==> src/rtl/irqc_pkg.sv <==
package irqc_pkg;

   // Address regions selected by the two top address bits
   typedef enum logic [1:0] {
      RG_PRIO = 2'd0,
      RG_ENAB = 2'd1,
      RG_CTX  = 2'd2,
      RG_NONE = 2'd3
   } reg_region_e;

endpackage

==> src/rtl/irqc_gate_bank.sv <==
module irqc_gate_bank #(
   parameter int unsigned NSRC = 8,
   parameter int unsigned IDW  = 4
) (
   input  logic            clk_i,
   input  logic            rst_ni,
   input  logic [NSRC-1:0] src_i,
   input  logic            claim_vld_i,
   input  logic [IDW-1:0]  claim_id_i,
   input  logic            cmpl_vld_i,
   input  logic [IDW-1:0]  cmpl_id_i,
   output logic [NSRC:1]   pend_o,
   output logic [NSRC:1]   active_o
);

   always_ff @(posedge clk_i or negedge rst_ni) begin
      if (!rst_ni) begin
         pend_o   <= '0;
         active_o <= '0;
      end else begin
         for (int s = 1; s <= NSRC; s++) begin
            if (claim_vld_i && claim_id_i == IDW'(s)) begin
               pend_o[s]   <= 1'b0;
               active_o[s] <= 1'b1;
            end else begin
               if (cmpl_vld_i && cmpl_id_i == IDW'(s))
                  active_o[s] <= 1'b0;
               if (src_i[s-1] && !pend_o[s] && !active_o[s])
                  pend_o[s] <= 1'b1;
            end
         end
      end
   end

endmodule

==> src/rtl/irqc_ctx_arb.sv <==
module irqc_ctx_arb #(
   parameter int unsigned NSRC       = 8,
   parameter int unsigned PRIO_W     = 3,
   parameter int unsigned IDW        = 4,
   parameter bit          TIE_LOW_ID = 1'b1
) (
   input  logic [NSRC:1]             pend_i,
   input  logic [NSRC:1]             en_i,
   input  logic [NSRC:1][PRIO_W-1:0] prio_i,
   input  logic [PRIO_W-1:0]         thr_i,
   output logic [IDW-1:0]            best_id_o,
   output logic                      irq_o
);

   logic [PRIO_W-1:0] best_p;

   if (TIE_LOW_ID) begin : g_tie_low
      always_comb begin
         best_p    = '0;
         best_id_o = '0;
         for (int s = 1; s <= NSRC; s++) begin
            if (pend_i[s] && en_i[s] && prio_i[s] > best_p) begin
               best_p    = prio_i[s];
               best_id_o = IDW'(s);
            end
         end
      end
   end else begin : g_tie_high
      always_comb begin
         best_p    = '0;
         best_id_o = '0;
         for (int s = 1; s <= NSRC; s++) begin
            if (pend_i[s] && en_i[s] && prio_i[s] != '0 && prio_i[s] >= best_p) begin
               best_p    = prio_i[s];
               best_id_o = IDW'(s);
            end
         end
      end
   end

   assign irq_o = best_p > thr_i;

endmodule

==> src/rtl/irq_claim_ctrl.sv <==
module irq_claim_ctrl
   import irqc_pkg::*;
#(
   parameter int unsigned NSRC       = 8,
   parameter int unsigned NCTX       = 2,
   parameter int unsigned PRIO_W     = 3,
   parameter int unsigned ADDR_W     = 10,
   parameter int unsigned DATA_W     = 32,
   parameter bit          TIE_LOW_ID = 1'b1
) (
   input  logic              clk_i,
   input  logic              rst_ni,
   input  logic [NSRC-1:0]   src_i,
   input  logic              reg_wr_i,
   input  logic              reg_rd_i,
   input  logic [ADDR_W-1:0] reg_addr_i,
   input  logic [DATA_W-1:0] reg_wdata_i,
   output logic [DATA_W-1:0] reg_rdata_o,
   output logic [NCTX-1:0]   irq_o
);

   localparam int unsigned IDW   = $clog2(NSRC + 1);
   localparam int unsigned IDX_W = ADDR_W - 2;
   localparam int unsigned CTX_W = IDX_W - 1;

   if (NSRC < 1 || NSRC + 1 > DATA_W) begin : g_bad_nsrc
      $error("NSRC must be at least 1 and fit an enable word");
   end
   if (ADDR_W < 4 || (1 << IDX_W) <= NSRC) begin : g_bad_addr
      $error("ADDR_W too small for the source count");
   end
   if (NCTX < 1 || NCTX > (1 << CTX_W)) begin : g_bad_nctx
      $error("NCTX does not fit the context index field");
   end
   if (PRIO_W < 1 || PRIO_W > DATA_W) begin : g_bad_prio
      $error("PRIO_W out of range");
   end

   reg_region_e                  region;
   logic [IDX_W-1:0]             idx;
   logic [CTX_W-1:0]             ctx_sel;
   logic                         ctx_ok, rd_ok, ctx_reg;
   logic [NSRC:1][PRIO_W-1:0]    prio_q;
   logic [NCTX-1:0][NSRC:1]      en_q;
   logic [NCTX-1:0][PRIO_W-1:0]  thr_q;
   logic [NSRC:1]                pend, active;
   logic [NCTX-1:0][IDW-1:0]     best_id;
   logic [IDW-1:0]               sel_best, cmpl_id;
   logic [NSRC:1]                sel_en;
   logic [PRIO_W-1:0]            sel_thr;
   logic                         claim_rd, claim_vld, cmpl_hit, cmpl_ok, cmpl_vld;
   logic [DATA_W-1:0]            rd_val, rdata_q;

   assign region  = reg_region_e'(reg_addr_i[ADDR_W-1 -: 2]);
   assign idx     = reg_addr_i[IDX_W-1:0];
   assign ctx_sel = idx[IDX_W-1:1];
   assign ctx_ok  = 32'(ctx_sel) < NCTX;
   assign rd_ok   = reg_rd_i && !reg_wr_i;
   assign ctx_reg = region == RG_CTX && ctx_ok && idx[0];

   always_comb begin
      sel_best = '0;
      sel_en   = '0;
      sel_thr  = '0;
      for (int c = 0; c < NCTX; c++) begin
         if (ctx_sel == CTX_W'(c)) begin
            sel_best = best_id[c];
            sel_en   = en_q[c];
            sel_thr  = thr_q[c];
         end
      end
   end

   // claim and completion decode
   assign claim_rd  = rd_ok && ctx_reg;
   assign claim_vld = claim_rd && sel_best != '0;
   assign cmpl_id   = reg_wdata_i[IDW-1:0];
   assign cmpl_hit  = reg_wr_i && ctx_reg && reg_wdata_i[DATA_W-1:IDW] == '0;

   always_comb begin
      cmpl_ok = 1'b0;
      for (int s = 1; s <= NSRC; s++) begin
         if (cmpl_id == IDW'(s))
            cmpl_ok = active[s] && sel_en[s];
      end
   end
   assign cmpl_vld = cmpl_hit && cmpl_ok;

   // read mux
   always_comb begin
      rd_val = '0;
      unique case (region)
         RG_PRIO: begin
            for (int s = 1; s <= NSRC; s++)
               if (idx == IDX_W'(s)) rd_val = DATA_W'(prio_q[s]);
         end
         RG_ENAB: if (32'(idx) < NCTX) begin
            for (int c = 0; c < NCTX; c++)
               if (idx == IDX_W'(c)) rd_val = DATA_W'({en_q[c], 1'b0});
         end
         RG_CTX: if (ctx_ok) rd_val = idx[0] ? DATA_W'(sel_best) : DATA_W'(sel_thr);
         default: rd_val = '0;
      endcase
   end

   // configuration registers and read data
   always_ff @(posedge clk_i or negedge rst_ni) begin
      if (!rst_ni) begin
         prio_q  <= '0;
         en_q    <= '0;
         thr_q   <= '0;
         rdata_q <= '0;
      end else begin
         if (rd_ok)
            rdata_q <= rd_val;
         if (reg_wr_i) begin
            for (int s = 1; s <= NSRC; s++)
               if (region == RG_PRIO && idx == IDX_W'(s))
                  prio_q[s] <= reg_wdata_i[PRIO_W-1:0];
            for (int c = 0; c < NCTX; c++) begin
               if (region == RG_ENAB && idx == IDX_W'(c))
                  en_q[c] <= reg_wdata_i[NSRC:1];
               if (region == RG_CTX && !idx[0] && ctx_sel == CTX_W'(c))
                  thr_q[c] <= reg_wdata_i[PRIO_W-1:0];
            end
         end
      end
   end

   assign reg_rdata_o = rdata_q;

   irqc_gate_bank #(.NSRC(NSRC), .IDW(IDW)) gate_i (
      .clk_i       (clk_i),
      .rst_ni      (rst_ni),
      .src_i       (src_i),
      .claim_vld_i (claim_vld),
      .claim_id_i  (sel_best),
      .cmpl_vld_i  (cmpl_vld),
      .cmpl_id_i   (cmpl_id),
      .pend_o      (pend),
      .active_o    (active)
   );

   for (genvar c = 0; c < NCTX; c++) begin : g_ctx
      irqc_ctx_arb #(
         .NSRC(NSRC), .PRIO_W(PRIO_W), .IDW(IDW), .TIE_LOW_ID(TIE_LOW_ID)
      ) arb_i (
         .pend_i    (pend),
         .en_i      (en_q[c]),
         .prio_i    (prio_q),
         .thr_i     (thr_q[c]),
         .best_id_o (best_id[c]),
         .irq_o     (irq_o[c])
      );
   end

endmodule

==> config.mk <==
export PLATFORM = sky130hd
export DESIGN_NAME = irq_claim_ctrl
export DESIGN_NICKNAME = d
export VERILOG_FILES = /design/src/rtl/irqc_pkg.sv /design/src/rtl/irqc_gate_bank.sv /design/src/rtl/irqc_ctx_arb.sv /design/src/rtl/irq_claim_ctrl.sv
export SDC_FILE = /design/constraint.sdc
export NUM_CORES = 1
export LEC_CHECK = 0
export BUFFER_PORTS_ARGS = -buffer_cell sky130_fd_sc_hd__buf_2
export CORE_ASPECT_RATIO = 0.6
export CORE_MARGIN = 2
export CORE_UTILIZATION = 35
export CTS_BUF_LIST = sky130_fd_sc_hd__clkbuf_2
export CTS_CLUSTER_SIZE = 10
export DETAILED_ROUTE_END_ITERATION = 16
export PLACE_DENSITY = 0.61
export SLEW_MARGIN = 20
export SYNTH_ARGS = -nofsm -noshare
export SYNTH_HDL_FRONTEND = slang
export SYNTH_SLANG_ARGS = --single-unit
==> constraint.sdc <==
create_clock -name clk_i -period 29.8 [get_ports clk_i]
set_input_delay 2.98 -clock clk_i [delete_from_list [all_inputs] [get_ports clk_i]]
set_output_delay 2.98 -clock clk_i [all_outputs]
set_load 0.05 [all_outputs]
==> Yosys cells after proc, flatten, opt, wreduce, memory -nomap -nowiden <==
Cells that the tools add are included.
{ "classes": {"eq_ne": 27, "magnitude_cmp": 19, "muxes": 92, "reduce_logical": 144} }
{ "op_table": {"columns": ["op", "n"], "rows": [
  ["2-to-1 mux 32 bit", 9],
  ["case mux 32 bit (3 select lines)", 1],
  ["logical AND 1 bit", 93],
  ["2-to-1 mux 3 bit", 27],
  ["> comparator 3 bit", 16],
  ["2-to-1 mux 1 bit", 42],
  ["== test 4 x 3 -> 1 bit (second input constant)", 8],
  ["== test 8 x 3 -> 1 bit (second input constant)", 4],
  ["nonzero test 2 bit", 16],
  ["logical NOT 28 bit", 1],
  ["2-to-1 mux 4 bit", 6],
  ["AND reduction 2 bit", 12],
  ["logical NOT 1 bit", 18],
  ["== test 4 x 2 -> 1 bit (second input constant)", 4],
  ["== test 8 x 2 -> 1 bit (second input constant)", 2],
  ["2-to-1 mux 8 bit", 2],
  ["2-to-1 mux 9 bit", 1],
  ["== test 4 x 1 -> 1 bit (second input constant)", 2],
  ["== test 4 bit (second input constant)", 2],
  ["== test 8 x 1 -> 1 bit (second input constant)", 1],
  ["== test 8 x 4 -> 1 bit (second input constant)", 1],
  ["logical NOT 8 bit", 1],
  ["less-than comparator 8 x 2 -> 1 bit (second input constant)", 1],
  ["2-to-1 mux 2 bit", 4],
  ["other kinds (8)", 8]
]} }
{ "word_totals": {"out_inout_bits": 34, "ff_bits": 94, "in_bits": 54, "elab_cells": 311} }

==> Logic depth before layout (Yosys ltp) <==
{ "depth": {"word_depth": 30, "depth_mapped": 56, "ltp_nobuf": 53} }

==> Hierarchy <==
A second synthesis with hierarchy kept.
{ "hier_totals": {"hier_cells": 672, "hier_area_um2": 6357.3} }
{ "modules_own_cells": {"columns": ["module", "cells_each", "area_each_um2", "n_inst"], "rows": [
  ["irq_claim_ctrl", 295, 3266.9, 1],
  ["irqc_ctx_arb", 157, 1193.6, 2],
  ["irqc_gate_bank", 63, 703.2, 1]
]} }

==> Worst setup path after synthesis <==
OpenSTA, ideal clock, no wires.
{ "synth_timing": {"path_kind": "flip-flop to output port", "startpoint": "register prio_q[1] in the netlist's numbering", "endpoint": "output irq_o[0]", "slack_ns": 17.065, "required_time_ns": 26.820, "stages_incl_launch_ff": 53, "arrival_ns": 9.755, "path_buffers": 3, "cell_sequence": "dfrtp_1 > clkbuf_1 > nand3_1 > ha_1 > nor2b_4 > o311a_1 > buf_6 > nand2_1 > nand2_1 > o21ai_0 > ha_1 > nor2_1 > o311ai_1 > a31oi_1 > o21ai_1 > mux2i_1 > inv_1 > ha_1 > [... 17 more ...] > a22o_1 > inv_1 > ha_1 > nor2b_1 > o21a_1 > o2111ai_1 > o221ai_1 > o21a_1 > ha_1 > nand3_1 > nand3_1 > a21oi_1 > o21ai_0 > ha_1 > a21o_1 > a21oi_1 > a31oi_1 > buf_4"} }
{ "synth_via": {"elab_chain_cells": 25} }
{ "synth_lines": {"columns": ["element", "line", "source"], "rows": [
  ["from (decl)", "irq_claim_ctrl.sv:43", "logic [NSRC:1][PRIO_W-1:0] prio_q;"],
  ["from (signal, indexed assignment)", "irq_claim_ctrl.sv:119", "prio_q[s] <= reg_wdata_i[PRIO_W-1:0];"],
  ["> comparator 3 x 1 -> 1 bit", "irqc_ctx_arb.sv:22", "if (pend_i[s] && en_i[s] && prio_i[s] > best_p) begin"],
  ["logical AND 1 bit", "irqc_ctx_arb.sv:22", null],
  ["2-to-1 mux 3 bit *", "irqc_ctx_arb.sv:22", null],
  ["> comparator 3 bit", "irqc_ctx_arb.sv:22", null],
  ["logical AND 1 bit", "irqc_ctx_arb.sv:22", null],
  ["2-to-1 mux 3 bit *", "irqc_ctx_arb.sv:22", null],
  ["> comparator 3 bit", "irqc_ctx_arb.sv:22", null],
  ["logical AND 1 bit", "irqc_ctx_arb.sv:22", null],
  ["[... 9 more ...]", null, null],
  ["2-to-1 mux 3 bit *", "irqc_ctx_arb.sv:22", null],
  ["> comparator 3 bit", "irqc_ctx_arb.sv:22", null],
  ["logical AND 1 bit", "irqc_ctx_arb.sv:22", null],
  ["2-to-1 mux 3 bit *", "irqc_ctx_arb.sv:22", null],
  ["> comparator 3 bit", "irqc_ctx_arb.sv:22", null],
  ["logical AND 1 bit", "irqc_ctx_arb.sv:22", null],
  ["2-to-1 mux 3 bit *", "irqc_ctx_arb.sv:22", null],
  ["> comparator 3 bit *", "irqc_ctx_arb.sv:41", "assign irq_o = best_p > thr_i;"],
  ["to (decl)", "irq_claim_ctrl.sv:19", "output logic [NCTX-1:0] irq_o"]
]} }
Every way passes the cells marked *; elsewhere a longest branch is shown, timed or not.

==> Worst setup path after layout <==
{ "layout_timing": {"startpoint": "register gate_i.pend_o[1] in the netlist's numbering", "endpoint": "output irq_o[0]"} }
{ "layout_via": {"elab_chain_cells": 25} }
{ "layout_lines": {"columns": ["element", "line", "source"], "rows": [
  ["from (decl)", "irqc_gate_bank.sv:12", "output logic [NSRC:1] pend_o,"],
  ["from (signal assigned)", "irqc_gate_bank.sv:18", "pend_o <= '0;"],
  ["from (signal, indexed assignment)", "irqc_gate_bank.sv:23", "pend_o[s] <= 1'b0;"],
  ["from (signal, indexed assignment)", "irqc_gate_bank.sv:29", "pend_o[s] <= 1'b1;"],
  ["logical AND 1 bit * (2 in a row)", "irqc_ctx_arb.sv:22", null],
  ["2-to-1 mux 3 bit *", "irqc_ctx_arb.sv:22", null],
  ["> comparator 3 bit", "irqc_ctx_arb.sv:22", null],
  ["logical AND 1 bit", "irqc_ctx_arb.sv:22", null],
  ["2-to-1 mux 3 bit *", "irqc_ctx_arb.sv:22", null],
  ["> comparator 3 bit", "irqc_ctx_arb.sv:22", null],
  ["logical AND 1 bit", "irqc_ctx_arb.sv:22", null],
  ["2-to-1 mux 3 bit *", "irqc_ctx_arb.sv:22", null],
  ["[... 8 more ...]", null, null],
  ["2-to-1 mux 3 bit *", "irqc_ctx_arb.sv:22", null],
  ["> comparator 3 bit", "irqc_ctx_arb.sv:22", null],
  ["logical AND 1 bit", "irqc_ctx_arb.sv:22", null],
  ["2-to-1 mux 3 bit *", "irqc_ctx_arb.sv:22", null],
  ["> comparator 3 bit", "irqc_ctx_arb.sv:22", null],
  ["logical AND 1 bit", "irqc_ctx_arb.sv:22", null],
  ["2-to-1 mux 3 bit *", "irqc_ctx_arb.sv:22", null],
  ["> comparator 3 bit *", "irqc_ctx_arb.sv:41", null]
]} }
Marks and branches as above.

==> summary.txt <==
Synthesis
  • Synth top area cells: dfrtp_1 29%, mux2_2 8.9%, ha_1 7.3%
  • FFs w/ async S/R, synth: 100.0%
  • Average size of a mapped cell: ~8.8 um^2
  • Most common cell in the netlist: dfrtp_1
  • Commonest cells in the synthesized netlist: 71 x dfrtp_1, 59 x nand2_1, 49 x mux2_2
  • Post-synth top area share: between 20 and 30%
  • Yosys reg bits: 71
  • Seq/Total Area, Yosys: roughly 29%
  • Synth unique cells: a little under 80
  • Area leader, netlist: dfrtp_1
  • Post-synth EDFFs: 0
  • Primary FF master, synth: dfrtp_1
  • Yosys warning count: 0
  • Cell Area, Synth: between 0.006 and 0.007 mm^2
  • Cells after synthesis: 700

STA
  • # setup viols final: 0
  • Clock Skew: 0.06781 ns
  • Setup TNS: 0 ns
  • Slew headroom: roughly a third
  • Worst slew pin tran: around 0.97 ns
  • RSZ-0062 raised after global routing: no
  • Slew Limit Fails: 0
  • Tcrit/Tclk final: just over 50%
  • Max frequency: around 65 MHz
  • Count of final hold-check violations: 0
  • Tmin final: approximately 15 ns
  • Final worst setup slack: approximately 14 ns

Placement
  • Placement Setup Slack: 15.21 ns
  • I/O Buffers: 64
  • GP Congestion: about 0.94
  • Hpwl dp: ~16000 um
  • Placed cell areas: 0.006556 mm^2

Global route
  • Largest net degree at the start of global routing: 72
  • GRT Residual Overflow: 0
  • Initial antenna violation count: 0
  • First-pass GRT wire length: ~32000 um
  • Total routing usage reported by global routing: 22.53%
  • Number of global-route vias before repair: 5263

Clock network
  • Clk sink count: between 70 and 80
  • Clock Tree Buf Depth: 2
  • H-tree Lvls: 3
  • CTS root buf: clkbuf_2
  • Worst skew pair latency: 0.62 ns
  • Hold bufs inserted after CTS: 0
  • CTS-repair resized insts: 0
  • CTS Buf Count: 9
  • Post-CTS Setup Inserts: 0
  • CTS tree: yes
  • Clk slew on worst S/H paths: about 0.26 ns

Final layout
  • Area delta synth->final: 8.232%
  • Final net count: about 840
  • Share of layout cells above drive strength 1: a little over a fifth
  • Multi-input gate area: just over 0.004 mm^2
  • Final non-filler cell area: roughly 0.0067 mm^2
  • Diode count: 0
  • Post-layout util: between 30% and 40%
  • Fill count: 1790
  • Area taken by flip-flops and latches: ~0.0018 mm^2

Route
  • DR pass1 iterations: 6
  • Initial DRC count: 773
  • Routed WL: 20750 um
  • Via count: 5798
  • DRC errors left: 0
  • Vias per cell: 5.892
  • Routed Antenna Nets: 0
  • Wirelength per Cell: about 21 um

Power and ir drop
  • VDD IR max: between 0.02 and 0.025 mV
  • Leakage: 2.936 nW
  • Pwr Density: approximately 30 mW/mm^2
  • Clk pwr share: between 30% and 40%
  • Sequential cell fraction of total power: just over 50%
  • Final Total Pwr: between 150 and 200 uW
  • Comb power frac: around 17%
  • Sw frac: between 30% and 40%
  • NetSw: 71.26 uW
  • Internal Power: ~130 uW

Worst setup path
  • CP Data Required Time: roughly 27 ns
  • Crit path capture type: primary output
  • Crit path launch type: register
  • Critical Path Fanout Max: 11
  • WP data arrival: roughly 12 ns
  • CP max-delay cell: dfrtp_1
  • Kind of critical path: reg -> out
  • CP most frequent cell: ha_1
  • Slowest stage delay, CP: approximately 0.60 ns

Die
  • Initial core utilization: 35.83%
  • Die Area: between 0.015 and 0.02 mm^2
  • Die width: around 180 um
  • Row cnt: 37
  • Core ar.: ~0.017 mm^2
  • Die height: between 100 and 150 um
  • Num ports: 88

Job
  • MaxCap Viol Count: 0

Hold path
  • Min-delay worst type: reg -> reg

Run status
  • Status: finished clean
[metal layers]
metal	vias up	wire length [um]	part of all wire (%)	track usage, %
li1	2674	-	-	-
met1	2765	10650	51	37.09
met2	330	7565	36	28.32
met3	29	2269	11	6.170
met4	0	264	1.3	3.542
met5	-	0	0	0
[critical path: cells and delay by family, from the launching register on]
family                     cells  cell delay [ns]
buffers and inverters          3             0.44
DFF                            1             0.60
and+or+nand+nor               15             2.77
adders and majority gates      9             2.62
AOI/OAI and AO/OA             21             5.16
muxes                          1             0.27
[stage by stage]
| stage | std cells | hold WS (ns) |
|---|---|---|
| final | 984 | 0.5214 |
| after floorplan | 722 | 0.4556 |
| after global routing | 984 | 0.5569 |
| after CTS | 984 | 0.5274 |
| after global placement | 968 | 0.4688 |
| after detailed placement | 968 | 0.4723 |
[power by group through the flow]
stage	combinational [mW]	clock, mW	sequential [mW]
detailed placement	0.0334	0	0.102
global route	0.0366	0.0699	0.100
floorplan	0.0241	0	0.102
CTS	0.0335	0.0655	0.100
finish	0.0338	0.0648	0.100
global placement	0.0333	0	0.102
[worst paths after layout]
path                                                   start                        endpoint  slack (ns)  cells after the start
max in group asynchronous                             rst_ni    gate_i.pend_o[1]$_DFFE_PN0P_       26.67                      1
worst min-delay path              reg_rdata_o[8]$_DFFE_PN0P_      reg_rdata_o[8]$_DFFE_PN0P_        0.52                      2
worst max-delay path            gate_i.pend_o[1]$_DFFE_PN0P_                        irq_o[0]       14.38                     49
worst min register to register    reg_rdata_o[8]$_DFFE_PN0P_      reg_rdata_o[8]$_DFFE_PN0P_        0.52                      2
min in group asynchronous                             rst_ni  gate_i.active_o[8]$_DFFE_PN0P_        2.47                      1
worst max register to register  gate_i.pend_o[1]$_DFFE_PN0P_    gate_i.pend_o[2]$_DFFE_PN0P_       17.49                     49
[logic make-up (layout without fill, tap and decap cells)]
group,after synthesis,in the layout,synth area share (%)
AO/OA/AOI/OAI,203,203,23.70
other,1,23,0.06077
multiplexers,77,77,14.05
flip-flops,71,71,28.79
adder cells (fa/ha/maj),37,37,7.461
AND/OR/NAND/NOR,222,222,18.55
buffers and inverters,89,117,7.380
[sequential cells by signal, summed over array words and instances (netlist names)]
| signal | count |
|---|---|
| reg_rdata_o | 9 |
| gate_i.active_o | 8 |
| en_q | 16 |
| gate_i.pend_o | 8 |
| thr_q | 6 |
| prio_q | 24 |
[area by class of cell]
cell class / count / share of cell area (%)
inverters: 36 / 2.023
clock buffers: 9 / 0.6744
flip-flops and latches: 71 / 26.60
multi-input cells: 562 / 60.21
well taps: 234 / 4.384
repair buffers: 65 / 4.946
clock inverters: 7 / 1.161
[layout by cell type, fill, tap and decap left out, drive strengths merged, types with 12 or more instances in the layout]
| cell type | n |
|---|---|
| a21oi | 40 |
| a31oi | 20 |
| and3 | 14 |
| buf | 65 |
| conb | 23 |
| dfrtp | 71 |
| ha | 36 |
| inv | 38 |
| mux2 | 51 |
| mux2i | 25 |
| nand2 | 60 |
| nand3 | 31 |
| nor2 | 40 |
| nor2b | 14 |
| nor3 | 12 |
| o21ai | 43 |
| o31ai | 20 |
Power figures use the tool's default switching activity.
